### config.mk
export PLATFORM = sky130hd
export DESIGN_NAME = eectl_top
export DESIGN_NICKNAME = d
export VERILOG_FILES = /design/src/rtl/eectl_pkg.sv /design/src/rtl/eectl_timer.sv /design/src/rtl/eectl_serial.sv /design/src/rtl/eectl_seq.sv /design/src/rtl/eectl_top.sv
export SDC_FILE = /design/constraint.sdc
export NUM_CORES = 1
export LEC_CHECK = 0
export BUFFER_PORTS_ARGS = -buffer_cell sky130_fd_sc_hd__buf_2
export CAP_MARGIN = 20
export CORE_MARGIN = 1
export CORE_UTILIZATION = 50
export CTS_CLUSTER_SIZE = 24
export DETAILED_ROUTE_END_ITERATION = 16
export HOLD_SLACK_MARGIN = 0.08
export PLACE_DENSITY = 0.86
export SETUP_SLACK_MARGIN = 0.02
export SYNTH_ARGS = -nofsm -noshare
export SYNTH_HDL_FRONTEND = slang
export SYNTH_SLANG_ARGS = --single-unit
### constraint.sdc
create_clock -name clk -period 3.4 [get_ports clk]
set_input_delay 0.34 -clock clk [delete_from_list [all_inputs] [get_ports clk]]
set_output_delay 0.34 -clock clk [all_outputs]
set_load 0.03 [all_outputs]
### src/rtl/eectl_pkg.sv
`timescale 1ns/1ps
package eectl_pkg;
    localparam int ADDR_W  = 8;
    localparam int DATA_W  = 8;
    localparam int FRAME_W = 3 + ADDR_W + DATA_W;
    localparam int BITS_W  = $clog2(FRAME_W + DATA_W + 1);
    localparam int STATION_BYTES = 6;
    localparam logic [7:0] STATION_TAG = 8'hA5;
    localparam logic [7:0] CMD_OFS  = 8'hB0;
    localparam logic [7:0] DATA_OFS = 8'hB4;
    localparam int TMO_BIT = 9;

    typedef enum logic [2:0] {
        OP_READ   = 3'd0,
        OP_EWDS   = 3'd1,
        OP_EWEN   = 3'd2,
        OP_WRITE  = 3'd3,
        OP_WRAL   = 3'd4,
        OP_ERASE  = 3'd5,
        OP_ERAL   = 3'd6,
        OP_RELOAD = 3'd7
    } host_op_e;

    typedef struct packed {
        logic [FRAME_W-1:0] bits;   // left aligned, sent MSB first
        logic [BITS_W-1:0]  n_out;  // bits driven onto data-in
        logic               rd;     // clock in one data byte afterwards
        logic               wt;     // poll ready after the frame
    } frame_t;

    function automatic frame_t build_frame(input host_op_e op,
                                           input logic [ADDR_W-1:0] a,
                                           input logic [DATA_W-1:0] d);
        frame_t f;
        f.bits  = '0;
        f.n_out = BITS_W'(3 + ADDR_W);
        f.rd    = 1'b0;
        f.wt    = 1'b0;
        unique case (op)
            OP_EWDS:  f.bits = {3'b100, 8'h00, 8'h00};
            OP_EWEN:  f.bits = {3'b100, 8'hC0, 8'h00};
            OP_WRITE: begin
                f.bits  = {3'b101, a, d};
                f.n_out = BITS_W'(FRAME_W);
                f.wt    = 1'b1;
            end
            OP_WRAL: begin
                f.bits  = {3'b100, 8'h40, d};
                f.n_out = BITS_W'(FRAME_W);
                f.wt    = 1'b1;
            end
            OP_ERASE: begin
                f.bits = {3'b111, a, 8'h00};
                f.wt   = 1'b1;
            end
            OP_ERAL: begin
                f.bits = {3'b100, 8'h80, 8'h00};
                f.wt   = 1'b1;
            end
            default: begin
                f.bits = {3'b110, a, 8'h00};
                f.rd   = 1'b1;
            end
        endcase
        return f;
    endfunction
endpackage

### src/rtl/eectl_timer.sv
`timescale 1ns/1ps
module eectl_timer #(
    parameter int LIMIT = 30000
) (
    input  logic clk,
    input  logic rst_n,
    input  logic run,
    output logic expired
);
    localparam int CW = $clog2(LIMIT + 1);

    logic [CW-1:0] cnt_d, cnt_q;

    always_comb begin
        if (!run)
            cnt_d = '0;
        else if (cnt_q == CW'(LIMIT - 1))
            cnt_d = cnt_q;
        else
            cnt_d = cnt_q + 1'b1;
    end

    always_ff @(posedge clk or negedge rst_n) begin
        if (!rst_n) cnt_q <= '0;
        else        cnt_q <= cnt_d;
    end

    assign expired = run && (cnt_q == CW'(LIMIT - 1));
endmodule

### src/rtl/eectl_serial.sv
`timescale 1ns/1ps
module eectl_serial
    import eectl_pkg::*;
#(
    parameter int SK_HALF     = 4,
    parameter int TIMEOUT_CYC = 30000
) (
    input  logic              clk,
    input  logic              rst_n,
    input  logic              start,
    input  frame_t            frm_in,
    input  logic              ee_do,
    output logic              done,
    output logic              tmo,
    output logic [DATA_W-1:0] rx,
    output logic              ee_cs,
    output logic              ee_sk,
    output logic              ee_di
);
    localparam int PER   = 2 * SK_HALF;
    localparam int DIV_W = $clog2(PER);

    typedef enum logic [1:0] {E_IDLE, E_SHIFT, E_GAP, E_POLL} eng_st_e;

    typedef struct packed {
        eng_st_e           st;
        logic [DIV_W-1:0]  div;
        logic [BITS_W-1:0] bit_i;
        frame_t            frm;
        logic              polled;
        logic [DATA_W-1:0] rx;
        logic              tmo;
        logic              done;
        logic              cs;
        logic              sk;
        logic              di;
    } eng_s;

    eng_s q, n;
    logic expired;
    logic [BITS_W-1:0]  last_bit;
    logic [FRAME_W-1:0] sh_v;

    eectl_timer #(.LIMIT(TIMEOUT_CYC)) u_tmr (
        .clk     (clk),
        .rst_n   (rst_n),
        .run     (q.st == E_POLL),
        .expired (expired)
    );

    assign last_bit = q.frm.n_out + (q.frm.rd ? BITS_W'(DATA_W) : BITS_W'(0)) - 1'b1;

    always_comb begin
        n = q;
        n.done = 1'b0;
        unique case (q.st)
            E_IDLE: if (start) begin
                n.st     = E_SHIFT;
                n.frm    = frm_in;
                n.div    = '0;
                n.bit_i  = '0;
                n.polled = 1'b0;
                n.tmo    = 1'b0;
            end
            E_SHIFT: begin
                if (q.div == DIV_W'(PER - 1)) begin
                    n.div = '0;
                    if (q.bit_i >= q.frm.n_out)
                        n.rx = {q.rx[DATA_W-2:0], ee_do};
                    if (q.bit_i == last_bit) n.st = E_GAP;
                    else                     n.bit_i = q.bit_i + 1'b1;
                end else begin
                    n.div = q.div + 1'b1;
                end
            end
            E_GAP: begin
                if (q.div == DIV_W'(PER - 1)) begin
                    n.div = '0;
                    if (q.frm.wt && !q.polled) begin
                        n.st = E_POLL;
                    end else begin
                        n.st   = E_IDLE;
                        n.done = 1'b1;
                    end
                end else begin
                    n.div = q.div + 1'b1;
                end
            end
            E_POLL: begin
                if (ee_do) begin
                    n.polled = 1'b1;
                    n.st     = E_GAP;
                end else if (expired) begin
                    n.tmo    = 1'b1;
                    n.polled = 1'b1;
                    n.st     = E_GAP;
                end
            end
            default: n.st = E_IDLE;
        endcase
        sh_v = n.frm.bits << n.bit_i;
        n.cs = (n.st == E_SHIFT) || (n.st == E_POLL);
        n.sk = (n.st == E_SHIFT) && (n.div >= DIV_W'(SK_HALF));
        n.di = (n.st == E_SHIFT) && (n.bit_i < n.frm.n_out) && sh_v[FRAME_W-1];
    end

    always_ff @(posedge clk or negedge rst_n) begin
        if (!rst_n) q <= '0;
        else        q <= n;
    end

    assign done  = q.done;
    assign tmo   = q.tmo;
    assign rx    = q.rx;
    assign ee_cs = q.cs;
    assign ee_sk = q.sk;
    assign ee_di = q.di;

    // checker state: cycles chip select has been low, saturating
    logic [DIV_W:0] gap_q;
    always_ff @(posedge clk or negedge rst_n) begin
        if (!rst_n)                      gap_q <= (DIV_W+1)'(PER);
        else if (q.cs)                   gap_q <= '0;
        else if (gap_q < (DIV_W+1)'(PER)) gap_q <= gap_q + 1'b1;
    end

    a_r10_cs_gap: assert property (@(posedge clk) disable iff (!rst_n)
        $rose(q.cs) |-> (gap_q >= (DIV_W+1)'(PER)));

    a_r11_di_hold: assert property (@(posedge clk) disable iff (!rst_n)
        (q.sk && $past(q.sk)) |-> $stable(q.di));

    a_r11_sk_in_cs: assert property (@(posedge clk) disable iff (!rst_n)
        q.sk |-> q.cs);

    a_r9_tmo_from_poll: assert property (@(posedge clk) disable iff (!rst_n)
        $rose(q.tmo) |-> ($past(q.st) == E_POLL));
endmodule

### src/rtl/eectl_seq.sv
`timescale 1ns/1ps
module eectl_seq
    import eectl_pkg::*;
(
    input  logic                       clk,
    input  logic                       rst_n,
    input  logic [7:0]                 reg_addr,
    input  logic                       reg_we,
    input  logic [31:0]                reg_wdata,
    output logic [31:0]                reg_rdata,
    input  logic                       eng_done,
    input  logic                       eng_tmo,
    input  logic [DATA_W-1:0]          eng_rx,
    output logic                       eng_start,
    output frame_t                     eng_frm,
    output logic                       busy,
    output logic [8*STATION_BYTES-1:0] station_addr,
    output logic                       station_valid
);
    localparam int IDX_W = $clog2(STATION_BYTES + 1);

    typedef enum logic [1:0] {S_IDLE, S_LOAD, S_CMD} seq_st_e;

    typedef struct packed {
        seq_st_e                  st;
        logic                     busy;
        host_op_e                 op;
        logic [ADDR_W-1:0]        addr;
        logic [DATA_W-1:0]        data;
        logic                     tmo;
        logic                     valid;
        logic [8*STATION_BYTES-1:0] mac;
        logic [IDX_W-1:0]         idx;
        logic                     issue;
    } seq_s;

    seq_s q, n;
    logic unused_wbits;
    assign unused_wbits = ^{reg_wdata[27:10], reg_wdata[8]};

    always_comb begin
        n = q;
        n.issue = 1'b0;
        unique case (q.st)
            S_IDLE: if (reg_we) begin
                if (reg_addr == CMD_OFS) begin
                    if (reg_wdata[TMO_BIT]) n.tmo = 1'b0;
                    if (reg_wdata[31]) begin
                        n.op    = host_op_e'(reg_wdata[30:28]);
                        n.addr  = reg_wdata[ADDR_W-1:0];
                        n.busy  = 1'b1;
                        n.issue = 1'b1;
                        if (n.op == OP_RELOAD) begin
                            n.st    = S_LOAD;
                            n.idx   = '0;
                            n.valid = 1'b0;
                        end else begin
                            n.st = S_CMD;
                        end
                    end
                end else if (reg_addr == DATA_OFS) begin
                    n.data = reg_wdata[DATA_W-1:0];
                end
            end
            S_LOAD: if (eng_done) begin
                if (q.idx == '0 && eng_rx != STATION_TAG) begin
                    n.st   = S_IDLE;
                    n.busy = 1'b0;
                end else begin
                    for (int b = 0; b < STATION_BYTES; b++)
                        if (q.idx == IDX_W'(b + 1)) n.mac[b*8 +: 8] = eng_rx;
                    if (q.idx == IDX_W'(STATION_BYTES)) begin
                        n.valid = 1'b1;
                        n.busy  = 1'b0;
                        n.st    = S_IDLE;
                    end else begin
                        n.idx   = q.idx + 1'b1;
                        n.issue = 1'b1;
                    end
                end
            end
            S_CMD: if (eng_done) begin
                if (q.op == OP_READ) n.data = eng_rx;
                if (eng_tmo)         n.tmo  = 1'b1;
                n.busy = 1'b0;
                n.st   = S_IDLE;
            end
            default: n.st = S_IDLE;
        endcase
    end

    always_ff @(posedge clk or negedge rst_n) begin
        if (!rst_n) begin
            q       <= '0;
            q.st    <= S_LOAD;
            q.busy  <= 1'b1;
            q.issue <= 1'b1;
        end else begin
            q <= n;
        end
    end

    assign eng_start = q.issue;
    assign eng_frm   = (q.st == S_LOAD)
                     ? build_frame(OP_READ, ADDR_W'(q.idx), '0)
                     : build_frame(q.op, q.addr, q.data);
    assign busy          = q.busy;
    assign station_addr  = q.mac;
    assign station_valid = q.valid;

    always_comb begin
        unique case (reg_addr)
            CMD_OFS:  reg_rdata = {q.busy, q.op, 18'd0, q.tmo, q.valid, q.addr};
            DATA_OFS: reg_rdata = {24'd0, q.data};
            default:  reg_rdata = '0;
        endcase
    end

    a_r5_cmd_frozen: assert property (@(posedge clk) disable iff (!rst_n)
        $past(q.busy) |-> ($stable(q.op) && $stable(q.addr)));

    a_r5_data_frozen: assert property (@(posedge clk) disable iff (!rst_n)
        ($past(q.busy) && !$past(eng_done)) |-> $stable(q.data));

    a_r9_tmo_source: assert property (@(posedge clk) disable iff (!rst_n)
        $rose(q.tmo) |-> $past(eng_done && eng_tmo));
endmodule

### src/rtl/eectl_top.sv
`timescale 1ns/1ps
module eectl_top
    import eectl_pkg::*;
#(
    parameter int SK_HALF     = 4,
    parameter int TIMEOUT_CYC = 30000
) (
    input  logic        clk,
    input  logic        rst_n,
    input  logic [7:0]  reg_addr,
    input  logic        reg_we,
    input  logic [31:0] reg_wdata,
    output logic [31:0] reg_rdata,
    output logic        ee_cs,
    output logic        ee_sk,
    output logic        ee_di,
    input  logic        ee_do,
    output logic [47:0] station_addr,
    output logic        station_valid
);
    logic              eng_start, eng_done, eng_tmo, busy;
    logic [DATA_W-1:0] eng_rx;
    frame_t            eng_frm;

    eectl_seq u_seq (
        .clk           (clk),
        .rst_n         (rst_n),
        .reg_addr      (reg_addr),
        .reg_we        (reg_we),
        .reg_wdata     (reg_wdata),
        .reg_rdata     (reg_rdata),
        .eng_done      (eng_done),
        .eng_tmo       (eng_tmo),
        .eng_rx        (eng_rx),
        .eng_start     (eng_start),
        .eng_frm       (eng_frm),
        .busy          (busy),
        .station_addr  (station_addr),
        .station_valid (station_valid)
    );

    eectl_serial #(.SK_HALF(SK_HALF), .TIMEOUT_CYC(TIMEOUT_CYC)) u_ser (
        .clk    (clk),
        .rst_n  (rst_n),
        .start  (eng_start),
        .frm_in (eng_frm),
        .ee_do  (ee_do),
        .done   (eng_done),
        .tmo    (eng_tmo),
        .rx     (eng_rx),
        .ee_cs  (ee_cs),
        .ee_sk  (ee_sk),
        .ee_di  (ee_di)
    );

    a_r8_idle_no_cs: assert property (@(posedge clk) disable iff (!rst_n)
        !busy |-> !ee_cs);

    a_r2_valid_steady: assert property (@(posedge clk) disable iff (!rst_n)
        (!busy && !$past(busy)) |-> $stable(station_valid));
endmodule

==> results.md <==
- Run status: finished, violations left
- Violated checks: setup timing
- Die Ht: 125 um
- CP Capture Type: flip-flop
- H-tree Lvls: 4
- Post-synthesis mux area share: 12.8%
- Worst slew margin: 42.4%
- CTS tree: built
- Post-route setup slack: -0.0946 ns
- DIE WIDTH: 125 um
- Synth cell types: 62
- Clock Pin Slew Worst Setup and Hold Paths: 0.06 ns
- Slew of the pin with the lowest slew margin: 0.864 ns
- Critical path arrival: 3.82 ns
- Fin. Hold Viols: 0
- Initial antenna violation count: 0
- Clk Tree Root Cell: clkbuf_16
- Vias/cell: 5.92
- Setup violators final: 1
- Clock buffer depth: 2
- Share of layout cells above drive strength 1: 31.8%
- Area leader, netlist: dfrtp_1
- Crit Path Class: reg2reg
- Unrepaired setup endpoints after global routing: true
- Fin Setup TNS: -0.0946 ns
- Compound-cell area share of the yosys netlist: 11.7%
- Layout overhead on the synthesized area: 15.0%
- Clock Sinks: 141
- Tot GR Track Use: 24.3%
- Post-synth top flop: dfrtp_1
- Largest family of logic cells by synthesized area: multiplexers
- Startpoint Class: flip-flop
- Clk network pwr share: 51.1%
- Synth top area share: 45.4%
- WL final: 18100 um
- Post-DRT Antenna Nets: 0
- Post-Synth Simple-Gate Area: 12.4%
- Gp weighted congestion: 0.865
- Routed wire length per instance: 18.7 um
- Antenna cells: 0
- Initial core utilization: 51.8%
- Skew final: 0.00862 ns
- Fin crit period: 3.49 ns
- Mapped cell area: 7610 um^2
- Fin nets: 844
- Post-synthesis cell count: 710
- Worst EP required: 3.72 ns
- Cell Int Power: 2.92 mW
- Post-synthesis sequential area ratio: 46.4%
- Initial DRC Count: 457
- P_leak: 4.45 nW
- Finished Layout Cells: 969
- Final Max Tran Viols: 0
- Worst Path Max Fanout: 6
- Avg Cell Area, Syn: 10.7 um^2
- Xor/xnor cell area share of the yosys netlist: 2.30%
- Setup slack at placement: -0.141 ns
- Largest net degree at the start of global routing: 96
- Synthesized flop and latch total: 141
- Number of synthesized flops with an enable pin: 0
- Part of the power in combinational logic: 3.3%
- Warnings from Yosys: 0
- PwrDens: 430 nW/um^2
- Max cap viols: 0
- Placed Cells: 928
- Io pins: 128
- Flop pwr share: 45.6%
- HP Class: in2reg
- First-pass GRT wire length: 29800 um
- Max Clk Rate: 286 MHz
- Switching part of the total: 22.2%
- Number of global-route vias before repair: 5819
- First-pass DRT Iterations: 12
- Synth Area in Adders: 4.54%
- I/O Buffers: 90
- Min Hold Slack: 0.163 ns
- Sw Pwr: 833 uW
- Final Util: 59.5%
- Largest cells by area after synthesis: dfrtp_1, mux2_2, buf_4, ha_1, mux2i_1
- Post-synth ARST share: 100%
- DRC Markers: 0
- Worst skew pair latency: 0.43 ns
- Total gr overflow: 0
- Die area: 15700 um^2
- Peak VDD IR: 0.279 mV
- Via count: 5738
- DPL Wire Length: 11800 um
- Core Rows: 44
- Core area: 14700 um^2
- Crit share post-route: 103%
- TritonCTS Buffers: 17
==> flip-flops by register name (all words and copies together), names as in the netlist, named ones only <==
register and count:
u_seq.station_valid 1, u_ser.rx 8, u_ser.ee_cs 1, u_ser.u_tmr.cnt_q 15
u_seq.q 25, u_seq.station_addr 48, u_ser.ee_sk 1, u_seq.eng_start 1
u_ser.tmo 1, u_ser.q 36, u_seq.busy 1, u_ser.ee_di 1
u_ser.done 1
==> power groups by stage <==
| stage | Sequential [mW] | Combinational [mW] | Clock [mW] |
|---|---|---|---|
| after global routing | 1.71 | 0.139 | 2.02 |
| final | 1.71 | 0.124 | 1.92 |
| after CTS | 1.71 | 0.126 | 1.94 |
| after global placement | 1.74 | 0.119 | 0 |
| after detailed placement | 1.74 | 0.123 | 0 |
| after floorplan | 1.73 | 0.0782 | 0 |
==> synth_stat cells (all sizes together), types with 4 or more instances <==
cell,n
buf,70
nor2b,7
inv,33
dfrtp,138
nand2,34
a21oi,29
o211ai,5
nand4,6
clkbuf,27
o31ai,6
ha,26
a22o,17
a21o,7
nand2b,8
mux2,68
a2111oi,4
a221oi,4
nand3,16
or3,7
nor3,15
nor2,38
and2,18
and4,4
a22oi,7
mux2i,21
o21ai,21
and3,9
a21boi,7
xnor2,9
==> logic make-up (layout without fill, tap and decap cells) <==
| logic type | after synthesis | in the layout |
|---|---|---|
| AO/OA/AOI/OAI | 129 | 129 |
| XOR/XNOR | 15 | 15 |
| adder cells (fa/ha/maj) | 27 | 27 |
| buffers and inverters | 130 | 188 |
| flip-flops | 141 | 141 |
| multiplexers | 89 | 89 |
| other | 1 | 18 |
| AND/OR/NAND/NOR | 178 | 178 |
==> stage by stage <==
step	area (um^2)	total power, mW
after floorplan	7690	1.81
after global routing	8750	3.87
after global placement	7960	1.86
final	8750	3.76
after detailed placement	7960	1.86
after CTS	8720	3.78
==> area by class of cell <==
| class | instances | area (um^2) |
|---|---|---|
| multi-input combinational | 456 | 3510 |
| clock buffer | 20 | 457 |
| tap | 184 | 230 |
| timing repair buffer | 124 | 731 |
| inverter | 33 | 126 |
| fill | 1102 | 5950 |
| clock inverter | 11 | 156 |
| sequential | 141 | 3530 |
==> layer usage <==
layer	GRT usage (%)	up-vias	part of all wire, %
li1	-	2563	-
met1	30.7	2846	41
met2	39.4	273	49
met3	6.12	56	7.1
met4	11.0	0	3.0
met5	0	-	0
==> cells in the final DEF, fill, tap and decap left out, types with 4 or more instances in the layout <==
cell type	n
a21boi_0	7
a21o_1	7
a21oi_1	27
a221oi_1	4
a22o_1	17
a22oi_1	7
and2_1	18
and3_1	7
buf_2	89
buf_4	31
clkbuf_16	17
conb_1	18
dfrtp_1	138
ha_1	23
inv_1	29
inv_6	4
mux2_2	68
mux2i_1	21
nand2_1	34
nand2b_1	8
nand3_1	16
nand4_1	6
nor2_1	38
nor2b_1	7
nor3_1	13
o211ai_1	5
o21ai_0	20
o31ai_1	5
or3_1	7
xnor2_1	9
==> worst paths after layout <==
| path | from | end | slack, ns | cells past startpoint |
|---|---|---|---|---|
| max in group asynchronous | rst_n | u_seq.eng_start | 2.00 | 3 |
| setup reg to reg | u_ser.q[17] | u_ser.ee_di | -0.09 | 17 |
| setup / recovery | u_ser.q[17] | u_ser.ee_di | -0.09 | 17 |
| hold reg to reg | u_ser.q[39] | u_ser.q[39] | 0.47 | 1 |
| hold / removal | reg_wdata[30] | u_seq.q[72] | 0.16 | 2 |
| min in group asynchronous | rst_n | u_seq.station_addr[39] | 0.57 | 2 |
==> critical path, cell delays in order, from the launching register on <==
cell and delay, ns:
dfrtp_1 0.38, inv_2 0.08, ha_4 0.13, inv_2 0.04
fa_2 0.58, xor2_2 0.17, and4_4 0.25, o21ai_4 0.08
a31o_2 0.21, and3_4 0.18, inv_4 0.07, ha_4 0.20
a21o_1 0.15, a21o_1 0.15, a21oi_2 0.12, and4_4 0.25
o211ai_1 0.12, o31ai_2 0.23
==> repair_timing <==
item	CTS	global route
endpoints found under the hold margin	92	0
cloned	0	0
pin swaps	12	2
buffers inserted	9	0
setup endpoints to repair	1	1
hold buffers	1	0
gates resized for setup	15	6
Power figures use the tool's default switching activity.
